**config.mk**
```make
export PLATFORM = sky130hd
export DESIGN_NAME = link_pm_mgr
export DESIGN_NICKNAME = d
export VERILOG_FILES = /design/src/rtl/lpm_pkg.sv /design/src/rtl/lpm_ack_gen.sv /design/src/rtl/lpm_wake_timer.sv /design/src/rtl/lpm_state_fsm.sv /design/src/rtl/link_pm_mgr.sv
export SDC_FILE = /design/constraint.sdc
export NUM_CORES = 1
export LEC_CHECK = 0
export CORE_MARGIN = 2
export CORE_UTILIZATION = 40
export CTS_CLUSTER_DIAMETER = 200
export DETAILED_ROUTE_END_ITERATION = 10
export HOLD_SLACK_MARGIN = 0.05
export PLACE_DENSITY = 0.63
export SETUP_SLACK_MARGIN = 0.3
export SYNTH_ARGS = -nofsm -noshare
export SYNTH_HDL_FRONTEND = slang
export SYNTH_SLANG_ARGS = --single-unit
```
**constraint.sdc**
```tcl
create_clock -name clk -period 4 [get_ports clk]
set_input_delay 0.8 -clock clk [delete_from_list [all_inputs] [get_ports clk]]
set_output_delay 0.8 -clock clk [all_outputs]
set_load 0.1 [all_outputs]
```
**src/rtl/lpm_pkg.sv**
```systemverilog
package lpm_pkg;

    typedef enum logic [2:0] {
        ST_READY   = 3'd0,
        ST_PARTIAL = 3'd1,
        ST_SLUMBER = 3'd2,
        ST_WAKE_P  = 3'd3,
        ST_WAKE_S  = 3'd4,
        ST_OFF     = 3'd5
    } lpm_state_e;

    localparam logic [1:0] CODE_READY = 2'b00;
    localparam logic [1:0] CODE_LIGHT = 2'b01;
    localparam logic [1:0] CODE_DEEP  = 2'b10;
    localparam logic [1:0] CODE_OFF   = 2'b11;

    localparam int N_REQ_KINDS = 2;

    function automatic logic [1:0] code_of(lpm_state_e s);
        logic [1:0] c;
        unique case (s)
            ST_READY:             c = CODE_READY;
            ST_PARTIAL, ST_WAKE_P: c = CODE_LIGHT;
            ST_SLUMBER, ST_WAKE_S: c = CODE_DEEP;
            default:              c = CODE_OFF;
        endcase
        return c;
    endfunction

endpackage

```
**src/rtl/lpm_ack_gen.sv**
```systemverilog
module lpm_ack_gen #(
    parameter int KINDS = 2
) (
    input  logic             clk,
    input  logic             rst_n,
    input  logic             port_en,
    input  logic [KINDS-1:0] req,
    output logic [KINDS-1:0] ack
);
    for (genvar k = 0; k < KINDS; k++) begin : g_ack
        always_ff @(posedge clk or negedge rst_n) begin
            if (!rst_n) begin
                ack[k] <= 1'b0;
            end else begin
                ack[k] <= req[k] & port_en;
            end
        end

        AST_ACK_HAS_REQ: assert property (@(posedge clk) disable iff (!rst_n)
            ack[k] |-> $past(req[k]) && $past(port_en));
    end
endmodule

```
**src/rtl/lpm_wake_timer.sv**
```systemverilog
module lpm_wake_timer #(
    parameter int PART_CYC = 1000,
    parameter int SLUM_CYC = 1000000
) (
    input  logic clk,
    input  logic rst_n,
    input  logic run,
    input  logic sel_deep,
    output logic expired
);
    localparam int MAX_CYC = (PART_CYC > SLUM_CYC) ? PART_CYC : SLUM_CYC;
    localparam int W       = $clog2(MAX_CYC + 1);
    localparam logic [W-1:0] PART_LAST = W'(PART_CYC - 1);
    localparam logic [W-1:0] SLUM_LAST = W'(SLUM_CYC - 1);

    logic [W-1:0] cnt;
    logic [W-1:0] last;

    if (PART_CYC == SLUM_CYC) begin : g_shared_limit
        assign last = PART_LAST;
    end else begin : g_split_limit
        assign last = sel_deep ? SLUM_LAST : PART_LAST;
    end

    always_ff @(posedge clk or negedge rst_n) begin
        if (!rst_n) begin
            cnt <= '0;
        end else if (!run) begin
            cnt <= '0;
        end else if (cnt != last) begin
            cnt <= cnt + 1'b1;
        end
    end

    assign expired = run && (cnt == last);

    AST_TIMER_BOUND: assert property (@(posedge clk) disable iff (!rst_n)
        run |-> cnt <= last);
endmodule

```
**src/rtl/lpm_state_fsm.sv**
```systemverilog
module lpm_state_fsm
    import lpm_pkg::*;
(
    input  logic       clk,
    input  logic       rst_n,
    input  logic       port_en,
    input  logic       deep_pwr,
    input  logic       req_light,
    input  logic       req_deep,
    input  logic       phy_ready,
    input  logic       xfer_req,
    input  logic       tmr_expired,
    output logic       tmr_run,
    output logic       tmr_sel_deep,
    output logic       wake_req,
    output logic [1:0] state_code,
    output logic       link_up,
    output logic       xfer_grant,
    output logic       wake_timeout
);
    lpm_state_e st, st_nx;
    logic       to_nx;

    always_comb begin
        st_nx = st;
        to_nx = 1'b0;
        if (!port_en) begin
            st_nx = ST_OFF;
        end else begin
            unique case (st)
                ST_OFF: begin
                    if (phy_ready) st_nx = ST_READY;
                end
                ST_READY: begin
                    if (req_deep)       st_nx = ST_SLUMBER;
                    else if (req_light) st_nx = deep_pwr ? ST_SLUMBER : ST_PARTIAL;
                end
                ST_PARTIAL: begin
                    if (xfer_req)                  st_nx = ST_WAKE_P;
                    else if (deep_pwr || req_deep) st_nx = ST_SLUMBER;
                end
                ST_SLUMBER: begin
                    if (xfer_req) st_nx = ST_WAKE_S;
                end
                ST_WAKE_P: begin
                    if (phy_ready) begin
                        st_nx = ST_READY;
                    end else if (tmr_expired) begin
                        st_nx = ST_PARTIAL;
                        to_nx = 1'b1;
                    end
                end
                ST_WAKE_S: begin
                    if (phy_ready) begin
                        st_nx = ST_READY;
                    end else if (tmr_expired) begin
                        st_nx = ST_SLUMBER;
                        to_nx = 1'b1;
                    end
                end
                default: st_nx = ST_OFF;
            endcase
        end
    end

    always_ff @(posedge clk or negedge rst_n) begin
        if (!rst_n) begin
            st           <= ST_OFF;
            wake_timeout <= 1'b0;
        end else begin
            st           <= st_nx;
            wake_timeout <= to_nx;
        end
    end

    always_comb begin
        tmr_run      = 1'b0;
        tmr_sel_deep = 1'b0;
        wake_req     = 1'b0;
        link_up      = 1'b0;
        unique case (st)
            ST_READY:  link_up = 1'b1;
            ST_WAKE_P: begin
                tmr_run  = 1'b1;
                wake_req = 1'b1;
            end
            ST_WAKE_S: begin
                tmr_run      = 1'b1;
                tmr_sel_deep = 1'b1;
                wake_req     = 1'b1;
            end
            default: ;
        endcase
        state_code = code_of(st);
        xfer_grant = xfer_req && link_up;
    end

    AST_NO_HOST_ENTRY: assert property (@(posedge clk) disable iff (!rst_n)
        (st == ST_PARTIAL && $past(st) == ST_READY) |-> $past(req_light));
    AST_WAKE_BEFORE_READY: assert property (@(posedge clk) disable iff (!rst_n)
        (st == ST_READY && $past(st) != ST_READY && $past(st) != ST_OFF)
            |-> $past(wake_req) && $past(phy_ready));
    AST_OFF_WHEN_DISABLED: assert property (@(posedge clk) disable iff (!rst_n)
        !$past(port_en) |-> (st == ST_OFF) && !wake_req);
    AST_DEEP_NO_LIGHT: assert property (@(posedge clk) disable iff (!rst_n)
        (st == ST_PARTIAL && $past(st) == ST_READY) |-> !$past(deep_pwr));
    AST_TIMEOUT_FROM_WAKE: assert property (@(posedge clk) disable iff (!rst_n)
        wake_timeout |-> ($past(st) == ST_WAKE_P || $past(st) == ST_WAKE_S));
endmodule

```
**src/rtl/link_pm_mgr.sv**
```systemverilog
module link_pm_mgr #(
    parameter int PARTIAL_EXIT_CYC = 1000,
    parameter int SLUMBER_EXIT_CYC = 1000000
) (
    input  logic       clk,
    input  logic       rst_n,
    input  logic       port_en,
    input  logic       deep_pwr,
    input  logic       req_light,
    input  logic       req_deep,
    input  logic       phy_ready,
    input  logic       xfer_req,
    output logic       ack_light,
    output logic       ack_deep,
    output logic       wake_req,
    output logic [1:0] state_code,
    output logic       link_up,
    output logic       xfer_grant,
    output logic       wake_timeout
);
    import lpm_pkg::*;

    logic                   tmr_run;
    logic                   tmr_sel_deep;
    logic                   tmr_expired;
    logic [N_REQ_KINDS-1:0] req_vec;
    logic [N_REQ_KINDS-1:0] ack_vec;

    assign req_vec   = {req_deep, req_light};
    assign ack_light = ack_vec[0];
    assign ack_deep  = ack_vec[1];

    lpm_ack_gen #(.KINDS(N_REQ_KINDS)) u_ack (
        .clk     (clk),
        .rst_n   (rst_n),
        .port_en (port_en),
        .req     (req_vec),
        .ack     (ack_vec)
    );

    lpm_wake_timer #(
        .PART_CYC (PARTIAL_EXIT_CYC),
        .SLUM_CYC (SLUMBER_EXIT_CYC)
    ) u_tmr (
        .clk      (clk),
        .rst_n    (rst_n),
        .run      (tmr_run),
        .sel_deep (tmr_sel_deep),
        .expired  (tmr_expired)
    );

    lpm_state_fsm u_fsm (
        .clk          (clk),
        .rst_n        (rst_n),
        .port_en      (port_en),
        .deep_pwr     (deep_pwr),
        .req_light    (req_light),
        .req_deep     (req_deep),
        .phy_ready    (phy_ready),
        .xfer_req     (xfer_req),
        .tmr_expired  (tmr_expired),
        .tmr_run      (tmr_run),
        .tmr_sel_deep (tmr_sel_deep),
        .wake_req     (wake_req),
        .state_code   (state_code),
        .link_up      (link_up),
        .xfer_grant   (xfer_grant),
        .wake_timeout (wake_timeout)
    );

    AST_GRANT_NEEDS_REQ: assert property (@(posedge clk) disable iff (!rst_n)
        xfer_grant |-> xfer_req && state_code == 2'b00);
endmodule

```
# Word-level counts from Yosys, hierarchy flattened
# Index checks and enable logic that the tools add are counted.
classes:
  n_eq_ne: 14
  add_sub_neg: 1
  bitwise: 2
  div: 0
  shifts: 0
  muxes: 24
  order_cmp: 0
  mul: 0
  n_reduce_logical: 8
op_table:
  columns: ["op", "n"]
  rows:
  - ["$mux W20", 3]
  - ["$mux W3", 11]
  - ["$add A20 B1 Y20 const B", 1]
  - ["$eq A20 B20 Y1", 1]
  - ["$ne A20 B20 Y1", 1]
  - ["$pmux W3 S6", 1]
  - ["$ne A4 B4 Y1 const B", 3]
  - ["$mux W1", 7]
  - ["$eq A3 B2 Y1 const B", 2]
  - ["$eq A3 B3 Y1 const B", 2]
  - ["$ne A3 B3 Y1 const B", 2]
  - ["$pmux W2 S3", 1]
  - ["$reduce_and A6 Y1", 1]
  - ["$reduce_or A2 Y1", 3]
  - ["$ne A4 B3 Y1 const B", 1]
  - ["$eq A3 B1 Y1 const B", 1]
  - ["$logic_not A3 Y1", 1]
  - ["$and A1 B1 Y1", 2]
  - ["$logic_and A1 B1 Y1", 2]
  - ["$mux W2", 1]
  - ["$ne A2 B2 Y1 const B", 1]
  - ["$logic_or A1 B1 Y1", 1]
totals:
  romBits: 0
  regBits: 26
  n_memories: 0
  in_bits: 8
  ram_bits: 0
  latch_bits: 0

# Logic depth before layout (Yosys ltp)
depth:
  word_depth: 9
  mapped_depth: 7
  mapped_depth_nobuf: 6

# By module
# A second synthesis with hierarchy kept.
unflattened:
  hier_cells: 160
  hier_area_um2: 1478.9
modules_own_cells:
  columns: ["module", "instances", "cells_per_inst", "area_per_inst_um2"]
  rows:
  - ["lpm_wake_timer", 1, 113, 1046.0]
  - ["lpm_state_fsm", 1, 43, 370.4]
  - ["lpm_ack_gen", 1, 4, 62.6]

# Worst setup path after synthesis
# Ideal clock, no wire load.
synth_timing:
  kind: "flip-flop to output port"
  from: "register u_fsm.st[1]"
  to: "output port xfer_grant"
  path_stages_with_launch: 4
  path_buffers: 1
  setup_slack_ns: -0.549
  arrival_time_ns: 3.749
  path_cell_list: "dfrtp_1 -> clkbuf_1 -> nor3_1 -> and2_1"
synth_via:
  elab_chain_len: 3
synth_rtl:
  columns: ["element", "line", "rtl"]
  rows:
  - ["from (decl)", "lpm_state_fsm.sv:21", "lpm_state_e st, st_nx;"]
  - ["from (signal assigned)", "lpm_state_fsm.sv:71", "st <= st_nx;"]
  - ["$logic_not A3 Y1", "lpm_state_fsm.sv:81", "unique case (st)"]
  - ["$mux W1", "lpm_state_fsm.sv:81", null]
  - ["named net link_up", "link_pm_mgr.sv:17", "output logic link_up,"]
  - ["$logic_and A1 B1 Y1", "lpm_state_fsm.sv:95", "xfer_grant = xfer_req && link_up;"]
  - ["to (decl)", "link_pm_mgr.sv:18", "output logic xfer_grant,"]
# The timed path passes the listed nets, and every way through them passes these cells.

# Worst setup path in the final report
layout_timing:
  from: "register u_fsm.st[1]"
  to: "output port link_up"
layout_via:
  elab_chain_len: 2
layout_rtl:
  columns: ["element", "line"]
  rows:
  - ["$logic_not A3 Y1", "lpm_state_fsm.sv:81"]
  - ["$mux W1", "lpm_state_fsm.sv:81"]
  - ["to (decl)", "link_pm_mgr.sv:17"]
# No other way between the ends.

==> impl_results.md <==
* Clk_skew at ~0.0031 ns
* Worst-case headroom to the max-slew limit at approximately 28%
* Place WS at between 1 and 1.5 ns
* Slew @ Worst Pin at roughly 1.1 ns
* Prevailing post-synth register cell: dfrtp_1
* Unique cell type count in the Yosys netlist at 41
* Final Hold Fails at 0
* Worst EP arrival at 2.25 ns
* DRT antenna net count at 0
* Period utilization at 76.2%
* Initial Util at a little over two fifths
* WL final at 3010 um
* Final Util at 47.9%
* Post-CTS Setup Repair Bufs at 0
* Core footprint at between 0.003 and 0.004 sq mm
* N_diodes at 0
* FFs w/ async S/R, synth at 100%
* CTS tree: done
* Seq/Total Area, Yosys at 42.5%
* PwrDens at slightly above 500 mW/mm^2
* Root Driver: clkbuf_8
* Worst EP required at around 3.2 ns
* # rows at 22
* Synth Net Count at between 150 and 200
* Layout Area Growth over Synthesis at 14.8%
* Clk pin slew, worst setup/hold paths at 0.09 ns
* Share of layout cells above drive strength 1 at 11.0%
* Num ports at 16
* RD Place Congestion at 0.806
* Total of max-cap violations at 0
* Seq cells post-synth at 26
* M1 WL at approximately 1400 um
* Max Used Layer: met4
* Worst hold slack at 0.593 ns
* Max Fanout on Critical Path at 12
* Via count at around 1200
* Post-Syn Area at about 0.0015 sq mm
* Crit path launch type: flip-flop
* Final worst setup slack at 0.950 ns
* Pin count of the biggest net entering global routing at 26
* Max Buffers Root-to-Sink at 2
* Status: finished clean
* Hold Crit Class: reg2reg
* Port Buffers at 15
* Drt first-iter violations at 41
* Die Y at ~66 um
* Synth warnings at 0
* GRT Total Usage at around 16%
* Slew Limit Fails at 0
* Pre-antenna DRT Iters at 4
* Post-synthesis instance total at 169
* CTS Buf Count at 3
* Nets at around 190
* Via/cell ratio at 5.44
* WL/cell at around 13 um
* PostCTS Resize Cnt at 0
* RSZ-0062 raised after global routing: false
* Critical Path End Type: output pin
* Total die area at ~0.0044 sq mm
* Clock net sink count at 26
* Max Freq at between 300 and 400 MHz
* First-pass GRT wire length at roughly 5300 um
* Final setup TNS at 0 ns
* WL met3 at ~43 um
* Congestion Overflow GR at 0
* HPWL Detailed at between 2000 and 2500 um
* Number of global-route vias before repair at around 1200
* Final setup vio count at 0
* Final Total Pwr at just under 0.9 mW
* H-tree depth at 1
* Commonest non-fill, non-tap cell in the layout: dfrtp_1
* Worst-Skew Late Latency at between 0.2 and 0.3 ns
* DRC at 0
* Antenna violations before repair at 0
* DR WL met2 at approximately 1500 um
* Maximum VDD drop at about 0.24 mV
* CTS Hold Buffers Added at 0
* Avg Cell Area, Syn at a little over 9 sq um
* Post-synth EDFFs at 0
* Final worst path period need at slightly above 3 ns
* Most frequent cells in the layout: dfrtp_1 (24), nor2_1 (22), nand2_1 (14), clkdlybuf4s50_1 (13), nand3_1 (11)
* Type of the worst setup path: reg2out
* Die extent in x at 66 um
* Static Leakage at between 0.6 and 0.7 nW
-- metrics by stage --
step	instances	instance area, sq um
floorplan	169	1540
global placement	225	1710
detailed placement	225	1710
CTS	229	1770
global route	229	1770
finish	229	1770
-- power by group --
part	internal [mW]	switching [mW]
Combinational	0.115	0.280
Sequential	0.290	0.0401
Clock	0.0879	0.0810
Total	0.493	0.401
-- worst max-delay path, cell delays in order (launching register included) --
cell and delay [ns]:
dfrtp_1 0.51, nor3_2 0.29, clkdlybuf4s50_1 1.18
-- logic make-up after synthesis --
group | share of synthesized area (%)
and+or+nand+nor | 32.8
DFF | 42.5
AOI/OAI and AO/OA | 9.68
buffers and inverters | 4.15
xor gates and xnor gates | 6.83
muxes | 3.25
adders and majority gates | 0.814
-- sequential cells by signal (all words and copies together) (netlist names) --
signal,cells
u_fsm.st,3
u_fsm.wake_timeout,1
u_ack.ack,2
u_tmr.cnt,20
-- synth_stat cells, types with 2 or more instances --
cell type   n  area [sq um]
nor2_1     22          82.6
xnor2_1     7          61.3
nor4b_1     2          17.5
dfrtp_1    24           601
clkbuf_1    6          22.5
nand2b_1    2          12.5
a22o_1      2          17.5
xor2_1      5          43.8
o21ai_0     7          35.0
a21oi_1     7          35.0
or3_1       4          25.0
nand3_1    11          55.1
and3_1      4          25.0
buf_6       2          22.5
inv_1       5          18.8
and2_1      5          31.3
or4_1       3          22.5
nor4bb_1    2          20.0
nor3_1      6          30.0
nand2_1    14          52.6
mux2i_1     2          20.0
or3_2       2          15.0
dfstp_2     2          52.6
nand4_1     5          31.3
mux2_4      2          30.0
-- cell type report --
class	instances	area [sq um]
Multi-Input combinational cell	130	826
Clock buffer	4	55.1
Inverter	5	18.8
Sequential cell	26	653
Tap cell	48	60.1
Fill cell	372	1920
Timing Repair Buffer	16	153
-- worst paths after layout --
path | startpoint | to | slack [ns] | cells after the start
max | u_fsm.st[1]$_DFFE_PN0P_ | link_up | 0.95 | 2
min | u_tmr.cnt[19]$_DFFE_PN0P_ | u_tmr.cnt[19]$_DFFE_PN0P_ | 0.59 | 2
max reg2reg | u_fsm.st[2]$_DFFE_PN1P_ | u_fsm.st[1]$_DFFE_PN0P_ | 1.44 | 5
min reg2reg | u_tmr.cnt[19]$_DFFE_PN0P_ | u_tmr.cnt[19]$_DFFE_PN0P_ | 0.59 | 2
max in group asynchronous | rst_n | u_fsm.st[2]$_DFFE_PN1P_ | 2.17 | 2
min in group asynchronous | rst_n | u_tmr.cnt[18]$_DFFE_PN0P_ | 1.11 | 1
-- layer usage --
layer  global-route usage [%]  up-vias
met1                     20.0      607
met5                        0        -
li1                         -      627
met4                     4.34        0
met2                     27.3        9
met3                     2.04        2
Power figures use the tool's default switching activity.
